File: config.mk
export PLATFORM = sky130hd
export DESIGN_NAME = tern_xor_cell
export DESIGN_NICKNAME = d
export VERILOG_FILES = /design/src/rtl/tern_xor_pkg.sv /design/src/rtl/tern_qualify.sv /design/src/rtl/tern_xor_core.sv /design/src/rtl/tern_phase_ctrl.sv /design/src/rtl/tern_xor_cell.sv
export SDC_FILE = /design/constraint.sdc
export NUM_CORES = 1
export LEC_CHECK = 0
export BUFFER_PORTS_ARGS = -buffer_cell sky130_fd_sc_hd__buf_4
export CORE_MARGIN = 2
export CORE_UTILIZATION = 45
export CTS_BUF_LIST = sky130_fd_sc_hd__clkbuf_4 sky130_fd_sc_hd__clkbuf_8 sky130_fd_sc_hd__clkbuf_16
export DETAILED_ROUTE_END_ITERATION = 8
export GPL_ROUTABILITY_DRIVEN = 0
export MAX_ROUTING_LAYER = met4
export PLACE_DENSITY = 0.76
export SLEW_MARGIN = 20
export SYNTH_ARGS = -nofsm -noshare
export SYNTH_HDL_FRONTEND = slang
export SYNTH_SLANG_ARGS = --single-unit
File: constraint.sdc
create_clock -name clk -period 1.9 [get_ports clk]
set_clock_uncertainty 0.2 [all_clocks]
set_input_delay 0.19 -clock clk [delete_from_list [all_inputs] [get_ports clk]]
set_output_delay 0.19 -clock clk [all_outputs]
set_load 0.01 [all_outputs]
File: src/rtl/tern_xor_pkg.sv
package tern_xor_pkg;

  typedef logic [1:0] trit_t;

  localparam trit_t TRIT_ZERO = 2'b00;
  localparam trit_t TRIT_POS  = 2'b01;
  localparam trit_t TRIT_NEG  = 2'b11;

  typedef enum logic [1:0] {
    PH_IDLE = 2'd0,
    PH_PROC = 2'd1,
    PH_SHOW = 2'd2
  } phase_t;

  // Only the two data codes count; 2'b10 behaves like neutral.
  function automatic logic trit_is_data(input trit_t t);
    return (t == TRIT_POS) || (t == TRIT_NEG);
  endfunction

endpackage

File: src/rtl/tern_qualify.sv
// Reports whether every lane of a packed ternary bus carries a data value.
module tern_qualify
  import tern_xor_pkg::*;
#(
  parameter int NUM_LANES = 2,
  localparam int BUS_W = 2 * NUM_LANES
) (
  input  logic [BUS_W-1:0] lanes,
  output logic             all_data
);

  logic [NUM_LANES-1:0] lane_ok;

  for (genvar g = 0; g < NUM_LANES; g++) begin : g_lane
    assign lane_ok[g] = trit_is_data(trit_t'(lanes[2*g +: 2]));
  end

  assign all_data = &lane_ok;

endmodule

File: src/rtl/tern_xor_core.sv
// Agree -> -1, differ -> +1, on two already-qualified operands.
module tern_xor_core
  import tern_xor_pkg::*;
(
  input  trit_t op_a,
  input  trit_t op_b,
  output trit_t result
);

  always_comb begin
    if (op_a == op_b) result = TRIT_NEG;
    else              result = TRIT_POS;
  end

endmodule

File: src/rtl/tern_phase_ctrl.sv
// Idle -> processing -> showing -> idle; one shared counter times both waits.
module tern_phase_ctrl
  import tern_xor_pkg::*;
#(
  parameter int PROC_DLY = 100,
  parameter int CLR_DLY  = 100,
  localparam int MAX_DLY = (PROC_DLY > CLR_DLY) ? PROC_DLY : CLR_DLY,
  localparam int CNT_W   = $clog2(MAX_DLY + 1)
) (
  input  logic   clk,
  input  logic   rst,
  input  logic   start,
  output phase_t phase,
  output logic   done
);

  localparam logic [CNT_W-1:0] PROC_LIM = CNT_W'(PROC_DLY);
  localparam logic [CNT_W-1:0] CLR_LIM  = CNT_W'(CLR_DLY);
  localparam logic [CNT_W-1:0] CNT_ONE  = CNT_W'(1);

  logic [CNT_W-1:0] cnt_q;

  // done marks the edge that ends the current wait
  always_comb begin
    case (phase)
      PH_PROC: done = (cnt_q == PROC_LIM);
      PH_SHOW: done = (cnt_q == CLR_LIM);
      default: done = 1'b0;
    endcase
  end

  always_ff @(posedge clk) begin
    if (rst) begin
      phase <= PH_IDLE;
      cnt_q <= '0;
    end else begin
      case (phase)
        PH_IDLE: begin
          if (start) begin
            phase <= PH_PROC;
            cnt_q <= CNT_ONE;
          end
        end
        PH_PROC: begin
          if (done) begin
            phase <= PH_SHOW;
            cnt_q <= CNT_ONE;
          end else begin
            cnt_q <= cnt_q + CNT_ONE;
          end
        end
        PH_SHOW: begin
          if (done) begin
            phase <= PH_IDLE;
            cnt_q <= '0;
          end else begin
            cnt_q <= cnt_q + CNT_ONE;
          end
        end
        default: begin
          phase <= PH_IDLE;
          cnt_q <= '0;
        end
      endcase
    end
  end

endmodule

File: src/rtl/tern_xor_cell.sv
module tern_xor_cell
  import tern_xor_pkg::*;
#(
  parameter int PROC_DLY = 100,
  parameter int CLR_DLY  = 100
) (
  input  logic       clk,
  input  logic       rst,
  input  logic [1:0] tx_a,
  input  logic [1:0] tx_b,
  output logic [1:0] tx_out
);

  logic   inputs_ready;
  logic   load;
  logic   done;
  phase_t phase;
  trit_t  cap_a;
  trit_t  cap_b;
  trit_t  result;
  trit_t  out_q;

  tern_qualify #(.NUM_LANES(2)) u_qualify (
    .lanes    ({tx_b, tx_a}),
    .all_data (inputs_ready)
  );

  assign load = (phase == PH_IDLE) && inputs_ready;

  tern_phase_ctrl #(.PROC_DLY(PROC_DLY), .CLR_DLY(CLR_DLY)) u_ctrl (
    .clk   (clk),
    .rst   (rst),
    .start (load),
    .phase (phase),
    .done  (done)
  );

  // Operands are frozen at capture; inputs are ignored until the next idle phase.
  always_ff @(posedge clk) begin
    if (rst) begin
      cap_a <= TRIT_ZERO;
      cap_b <= TRIT_ZERO;
    end else if (load) begin
      cap_a <= trit_t'(tx_a);
      cap_b <= trit_t'(tx_b);
    end
  end

  tern_xor_core u_core (
    .op_a   (cap_a),
    .op_b   (cap_b),
    .result (result)
  );

  always_ff @(posedge clk) begin
    if (rst) begin
      out_q <= TRIT_ZERO;
    end else if (done && (phase == PH_PROC)) begin
      out_q <= result;
    end else if (done && (phase == PH_SHOW)) begin
      out_q <= TRIT_ZERO;
    end
  end

  assign tx_out = out_q;

endmodule

**Word level (Yosys, flattened, before mapping)**

Index checks and enable logic that the tools add are counted.

- Register bits after elaboration: 15
- Bits of input ports: 6
- Output and inout port bits: 2
- Logic and storage cells: 39

- $add $sub $neg: 1
- Eq/ne operators: 11
- Muxes and demuxes: 12
- Reduce and logical (&&, ||, !) cells: 10

Operator list:

| kind | number |
|---|---|
| $mux W7 | 3 |
| $pmux W7 S3 | 1 |
| $mux W2 | 6 |
| $add A7 B1 Y7 const B | 1 |
| $eq A7 B7 Y1 const B | 1 |
| $eq A2 B1 Y1 const B | 3 |
| $eq A2 B2 Y1 const B | 3 |
| $ne A2 B2 Y1 const B | 3 |
| $pmux W2 S3 | 1 |
| $logic_and A1 B1 Y1 | 3 |
| $reduce_and A3 Y1 | 1 |
| $eq A2 B2 Y1 | 1 |
| $logic_not A2 Y1 | 1 |
| $logic_or A1 B1 Y1 | 2 |
| $reduce_and A2 Y1 | 1 |
| $reduce_bool A2 Y1 | 1 |
| $reduce_or A2 Y1 | 1 |
| $mux W1 | 1 |

**Longest topological paths before layout**

Gate-level depths: netlist of the first run.

- Depth after elaboration: 6
- Depth in mapped cells: 6
- Depth with buffers taken out: 6

**Modules after synthesis**

From an unflattened synthesis of the first run, not the netlist that was laid out.

- Cell total of the unflattened synthesis: 95
- Area total of the unflattened synthesis: 909.6 um^2

By module, submodules not included:

| module | times used | cells an instance | area an instance (um^2) | seq. area each (um^2) |
|---|---|---|---|---|
| tern_phase_ctrl | 1 | 64 | 625.6 | 180.2 |
| tern_xor_cell | 1 | 25 | 245.2 | 120.1 |
| tern_xor_core | 1 | 5 | 32.5 | 0.0 |
| tern_qualify | 1 | 1 | 6.3 | 0.0 |

**Worst setup path before layout of the first run**

No wires, ideal clock.

- Path kind: register to register
- From: register u_ctrl.phase[0]
- To: register u_ctrl.phase[0]
- Setup time: 72 ps
- Arrival time: 1380 ps
- Required time: 1628 ps
- Setup slack: 248 ps
- Cell stages (with the launch flop): 7
- Path buffers: 0
- Clock period less this slack: 1652 ps
- Cell sequence: dfxtp_1 > inv_1 > ha_1 > and4b_1 > and2_4 > o21ai_2 > mux2i_1

- Cells in the longest elaborated chain, start to end: 5
- Elaborated cells between the ends (all ways): 11
- Classes of those cells: eq/ne: 5; mux: 2; reduce/logical: 4

Ends and longest elaborated chain:

| what | line | source |
|---|---|---|
| start: declaration | tern_phase_ctrl.sv:13 | `output phase_t phase,` |
| start signal: assignment | tern_phase_ctrl.sv:34 | `phase <= PH_IDLE;` |
| start signal: assignment | tern_phase_ctrl.sv:40 | `phase <= PH_PROC;` |
| start signal: assignment | tern_phase_ctrl.sv:46 | `phase <= PH_SHOW;` |
| $eq A2 B1 Y1 / $eq A2 B2 Y1 (equally long branches) | tern_phase_ctrl.sv:25, tern_phase_ctrl.sv:37 |  |
| $reduce_or A2 Y1 (no source line) | - |  |
| $mux W1 | - |  |
| $ne A2 B2 Y1 (no source line) | - |  |
| $reduce_and A3 Y1 (no source line) | - |  |

Parallel ways exist; a longest one is shown, timed or not.
A chain may end at the register's enable or synchronous reset.

**Worst setup path after layout of the first run**

Same ends and word-level chain as after synthesis.

==> results.toml, run 1 <==
[outcome]
status = "finished, final reports clean"

[run]
drv_cap = 0

[synthesis]
async_flop_share = 0
synth-main-ff-cell = "dfxtp_1"
yosys_register_bits = 15
netlist_top_cells_area = "dfxtp_1, ha_1, xor2_1"
synth_top_cell_by_area = "dfxtp_1"
synth_top_area_share = 0.3822
yosysWarnings = 0
synth_nets = 99
synth-edff-count = 0
synth_area_per_cell_sq_um = 9.137
yosysSeqAreaShare = 0.3822
syn_area_sq_um = 785.8
yosys.cell_types.count = 28
syn_inst = 86

[timing]
finalHoldViolCount = 0
rsz0062_at_grt = "false"
fin_crit_ps = 1792
maxSlewViolCount = 0
tightest_slew_ps = 293.5
fin_setup_tns_ps = 0
period_share = 0.9430
fmax_ghz = 0.5581
setup_viol = 0
max_slew_margin = 0.8032

[routing]
detail_route.wl_per_cell_microns = 12.42
dr.first_iter.drc_count = 10
ant_nets = 0
drc = 0
wl_mm = 1.453
num_vias = 643
drt_first_pass_iters = 4
viasPerCell = 5.496

[global_route]
use_met2 = 0.2507
antenna_found_initial = 0
grt_max_degree = 14
top_usage_layer = "met2"
grt_pass1_vias = 565
grt_usage = 0.1674
grt_pass1_wl_mm = 2.380
gr-total-overflow = 0
use_met1 = 0.2107
grtUsageMet3 = 0.02381

[critical_path]
worstPathRequired_ps = 1910
arrival_ps = 1800
cp_max_fo = 5
critPathKind = "reg2reg"
endpoint_kind = "flip-flop"
worst_setup_path_start_kind = "flip-flop"

[die]
rows = 15
die_w_microns = 45.79
fp.dieH_microns = 45.79
die_area_sq_um = 2096
io_pins = 8
initial_core_util = 0.4652
coreArea_sq_um = 1689

[finish]
final_util = 0.5481
final_cell_mix = "dfxtp_1, nor2_1, buf_4"
ff_latch_area_sq_um = 302.8
fillCellCount = 149
area_growth_pct = 17.83
layout-drive-gt1-share = 0.2100
nets = 114
layout_commonest_cell = "dfxtp_1"
diodes = 0
multi_input_area_sq_um = 459.2
instances_no_fill = 117

[clock_network]
cts-root-buf = "clkbuf_4"
clock-sinks = 15
cts.reportedPaths.clkPinSlew_ps = 90
htreeDepth = 1
tritoncts = "yes"
insertion_delay_ps = 290
cts_buffers = 3
cts_buffer_depth = 2

[power_and_ir_drop]
p_leak_nw = 0.3818
vdd_ir_drop_max_mv = 0.5411
power_density_nw_per_um2 = 890.4

[placed_design]
placedCellCount = 110
dp_hpwl_mm = 1.097
io_buffer_count = 7

[worst_hold_path]
hp-class = "in2reg"
==> synth_stat cells (2+ instances only) <==
| cell | number |
|---|---|
| xnor2_1 | 2 |
| xor2_1 | 5 |
| o21ai_1 | 2 |
| dfxtp_1 | 15 |
| and3_1 | 2 |
| ha_1 | 7 |
| nand2b_1 | 2 |
| nand4_1 | 3 |
| mux2i_1 | 3 |
| nand2_1 | 5 |
| nor2_1 | 9 |
| nor3_1 | 2 |
| a21oi_1 | 7 |
| inv_1 | 6 |
| nand3_1 | 3 |
==> layer usage <==
metal / share of wire / vias to the layer above
met5: 0 / -
met4: 0.033 / 0
met3: 0.039 / 4
met2: 0.46 / 17
met1: 0.46 / 299
li1: - / 323
==> path summary, 6_finish.rpt <==
kind,start,endpoint,slack (ps),depth (start not counted)
setup / recovery,u_ctrl.phase[0],u_ctrl.phase[0],110,6
hold / removal,tx_b[0],u_ctrl.cnt_q[1],60,4
hold reg to reg,cap_a[0],cap_a[0],270,2
setup reg to reg,u_ctrl.phase[0],u_ctrl.phase[0],110,6
==> what timing repair did <==
item	in CTS	in global routing
hold endpoints to repair	8	0
setup buffers	0	0
hold buffers	3	0
gates resized for setup	0	2
setup endpoints to repair	0	5
==> cell type report <==
cell class | count | share of cell area
tap | 17 | 0.02297
inverter | 6 | 0.02432
sequential | 15 | 0.3270
timing repair buffer | 11 | 0.09730
clock buffer | 4 | 0.03243
multi-input combinational | 64 | 0.4959
==> worst max-delay path: stages (launching register included) <==
cell and delay [ps]:
dfxtp_2 370, inv_1 80, ha_1 280, and4b_1 230, and2_4 180, o21ai_2 150
mux2i_1 220
==> metrics by stage <==
step	worst slack [ps]	total power [mW]	area [sq um]	hold WS (ps)
final	108.3	0.8244	925.9	60.92
after global routing	12.24	0.8765	925.9	88.30
after CTS	33.76	0.8227	923.4	57.25
after detailed placement	50.38	0.6218	863.3	229.7
after global placement	170.3	0.6145	863.3	223.2
after floorplan	248.3	0.5514	785.8	133.9
==> state kept, by name, indices dropped and copies added, names as in the netlist <==
name          count
tx_out            2
cap_a             2
u_ctrl.phase      2
u_ctrl.cnt_q      7
cap_b             2
==> power breakdown <==
part           total [mW]  internal, mW  switching (mW)
clock network       0.197        0.0959           0.101
registers           0.369         0.343          0.0256
logic               0.258         0.117           0.141
total               0.824         0.556           0.268
==> cells by family after synthesis <==
kind of cell    share of synthesized area
simple gates                       0.2038
flops                              0.3822
xor+xnor                          0.07803
compound gates                     0.1529
mux                               0.03822
fa+ha+maj                          0.1115
buf+inv                           0.03343
No activity file was read; power rests on OpenSTA's default activity.
==> run 2: changes to the inputs <==
- ABC_AREA: unset -> 1
- PLACE_DENSITY: 0.76 -> 0.75
==> results.toml, run 2 <==
[outcome]
status = "finished, final reports clean"

[worst_hold_path]
hp-class = "in2reg"
whs_path_depth = 3
hold_end = "cap_a[1]"
hold_start = "tx_b[0]"

[placed_design]
dpl-instance-area_sq_um = 947.2
dp_hpwl_mm = 1.339
io_buffer_count = 7
dp_slack_ps = 213.7

[power_and_ir_drop]
p_leak_nw = 0.4282
power_density_nw_per_um2 = 969.0
clkPwrFrac = 0.208
p_seq_frac = 0.396
p_switching_mw = 0.3895
p_sw_frac = 0.3991
p_int_mw = 0.5865
total_power_mw = 0.9760
pwr-share-comb = 0.397
vdd_ir_drop_max_mv = 0.6868

[synthesis]
yosysWarnings = 0
synth_nets = 128
async_flop_share = 0
syn_area_sq_um = 867.1
synth-main-ff-cell = "dfxtp_1"
yosysSeqAreaShare = 0.3463
netlist_top_cells_area = "dfxtp_1, ha_1, nand2_1"
synth_top_cell_by_area = "dfxtp_1"
synth-edff-count = 0
synth_most_common_cell = "nand2_1"
yosys-top-cells-count = "nand2_1, inv_1, dfxtp_1"
synth_top_area_share = 0.3463
yosys.cell_types.count = 24
syn_inst = 115
synth_area_per_cell_sq_um = 7.540
yosys_register_bits = 15

[clock_network]
cts-root-buf = "clkbuf_4"
clock-sinks = 15
cts_buffer_depth = 2
cts_buffers = 3
tritoncts = "yes"
postCtsSetupBuffers = 0
cts.reportedPaths.clkPinSlew_ps = 100
insertion_delay_ps = 290
htreeDepth = 1

[finish]
area_growth_pct = 16.16
diodes = 0
final_area_sq_um = 1007
layout-drive-gt1-share = 0.2266
fillCellCount = 177
layout_commonest_cell = "nand2_1"
final_cell_mix = "nand2_1, inv_1, dfxtp_1"
largest_reg_flops = 7
nets = 142
top_register = "u_ctrl.cnt_q"

[critical_path]
endpoint_kind = "flip-flop"
reg2reg_to = "u_ctrl.phase[0]"
r2r_start = "u_ctrl.phase[0]"
worst_setup_path_start_kind = "flip-flop"
worstPathRequired_ps = 1890
arrival_ps = 1690
critPathKind = "reg2reg"
rr_worst_depth = 9
cp_max_fo = 5
rrSetupSlack_ps = 200

[routing]
viasPerCell = 4.810
ant_nets = 0
dr.first_iter.drc_count = 8
detail_route.wl_per_cell_microns = 11.22
drt_first_pass_iters = 4
wl_mm = 1.716
drc = 0
num_vias = 736

[global_route]
grt_max_degree = 11
grt_pass1_vias = 700
grt_pass1_wl_mm = 2.739
grt_usage = 0.1904
gr-total-overflow = 0
antenna_found_initial = 0

[timing]
hold_ws_ps = 113.7
rsz0062_at_grt = "false"
finalHoldViolCount = 0
worst_slack_ps = 199.9
period_share = 0.8948
fmax_ghz = 0.5882
max_slew_margin = 0.8316
tightest_slew_ps = 252.5
fin_setup_tns_ps = 0
maxSlewViolCount = 0
fin_crit_ps = 1700
setup_viol = 0

[die]
initial_core_util = 0.4915
fp.dieH_microns = 47.90
io_pins = 8
die_w_microns = 47.90
die_area_sq_um = 2294
coreArea_sq_um = 1764
rows = 15

[run]
drv_cap = 0
[run 2: cell count changes after synthesis, sizes merged, moves of 3 or more]
| cell | delta |
|---|---|
| nand2 | +21 |
| inv | +13 |
| mux2i | -3 |
| a21oi | +6 |
| nand3 | +6 |
[run 2: routing by layer]
layer  part of all wire  GRT usage
met5                  0          -
met4              0.030     0.1351
met3              0.020    0.04528
met2               0.49     0.3200
met1               0.46     0.1905
[run 2: metrics by stage]
step,util,std cells
after floorplan,-,115
after global placement,0.5369,146
after detailed placement,0.5369,146
final,0.5709,153
after global routing,0.5709,153
after CTS,0.5709,153
[run 2: critical path, cell delays in order (launching register included)]
cell     delay [ps]
dfxtp_1         370
inv_1           110
ha_1            300
inv_1            50
nor2_1          140
nand2_2          90
nand2_2          90
nand2_4          70
o21ai_2         130
a21oi_2          40
[run 2: final cells by class]
cell class	count	area, sq um	area share
Clock buffer	4	30.03	0.02981
Inverter	19	71.32	0.07081
Timing Repair Buffer	10	82.58	0.08199
Sequential cell	15	300.3	0.2981
Tap cell	25	31.28	0.03106
Multi-Input combinational cell	80	491.7	0.4882
[run 2: worst max-delay path by stage]
stage | startpoint | to
6_report | u_ctrl.phase[0] | u_ctrl.phase[0]
5_1_grt | u_ctrl.phase[0] | u_ctrl.cnt_q[0]
2_1_floorplan | u_ctrl.phase[0] | u_ctrl.phase[0]
3_3_place_gp | u_ctrl.phase[1] | u_ctrl.phase[0]
4_1_cts | u_ctrl.phase[0] | u_ctrl.phase[0]
3_5_place_dp | u_ctrl.phase[0] | u_ctrl.phase[0]
[run 2: repair_timing]
action	CTS	global route
hold buffers	3	0
resized for setup	0	0
endpoints found under the hold margin	9	0
[run 2: power by group through the flow]
stage	Sequential [mW]	Clock, mW	Combinational (mW)
4_1_cts	0.387	0.213	0.393
3_5_place_dp	0.393	0	0.388
2_1_floorplan	0.387	0	0.319
3_3_place_gp	0.391	0	0.377
6_report	0.386	0.203	0.387
5_1_grt	0.392	0.228	0.447
[run 2: logic make-up (layout without fill, tap and decap cells)]
group / Yosys count / count (layout) / synth area share
XOR/XNOR: 4 / 4 / 0.04041
flip-flops: 15 / 15 / 0.3463
buffers and inverters: 20 / 33 / 0.08658
AND/OR/NAND/NOR: 51 / 51 / 0.3045
adder cells (fa/ha/maj): 7 / 7 / 0.1010
AO/OA/AOI/OAI: 18 / 18 / 0.1212
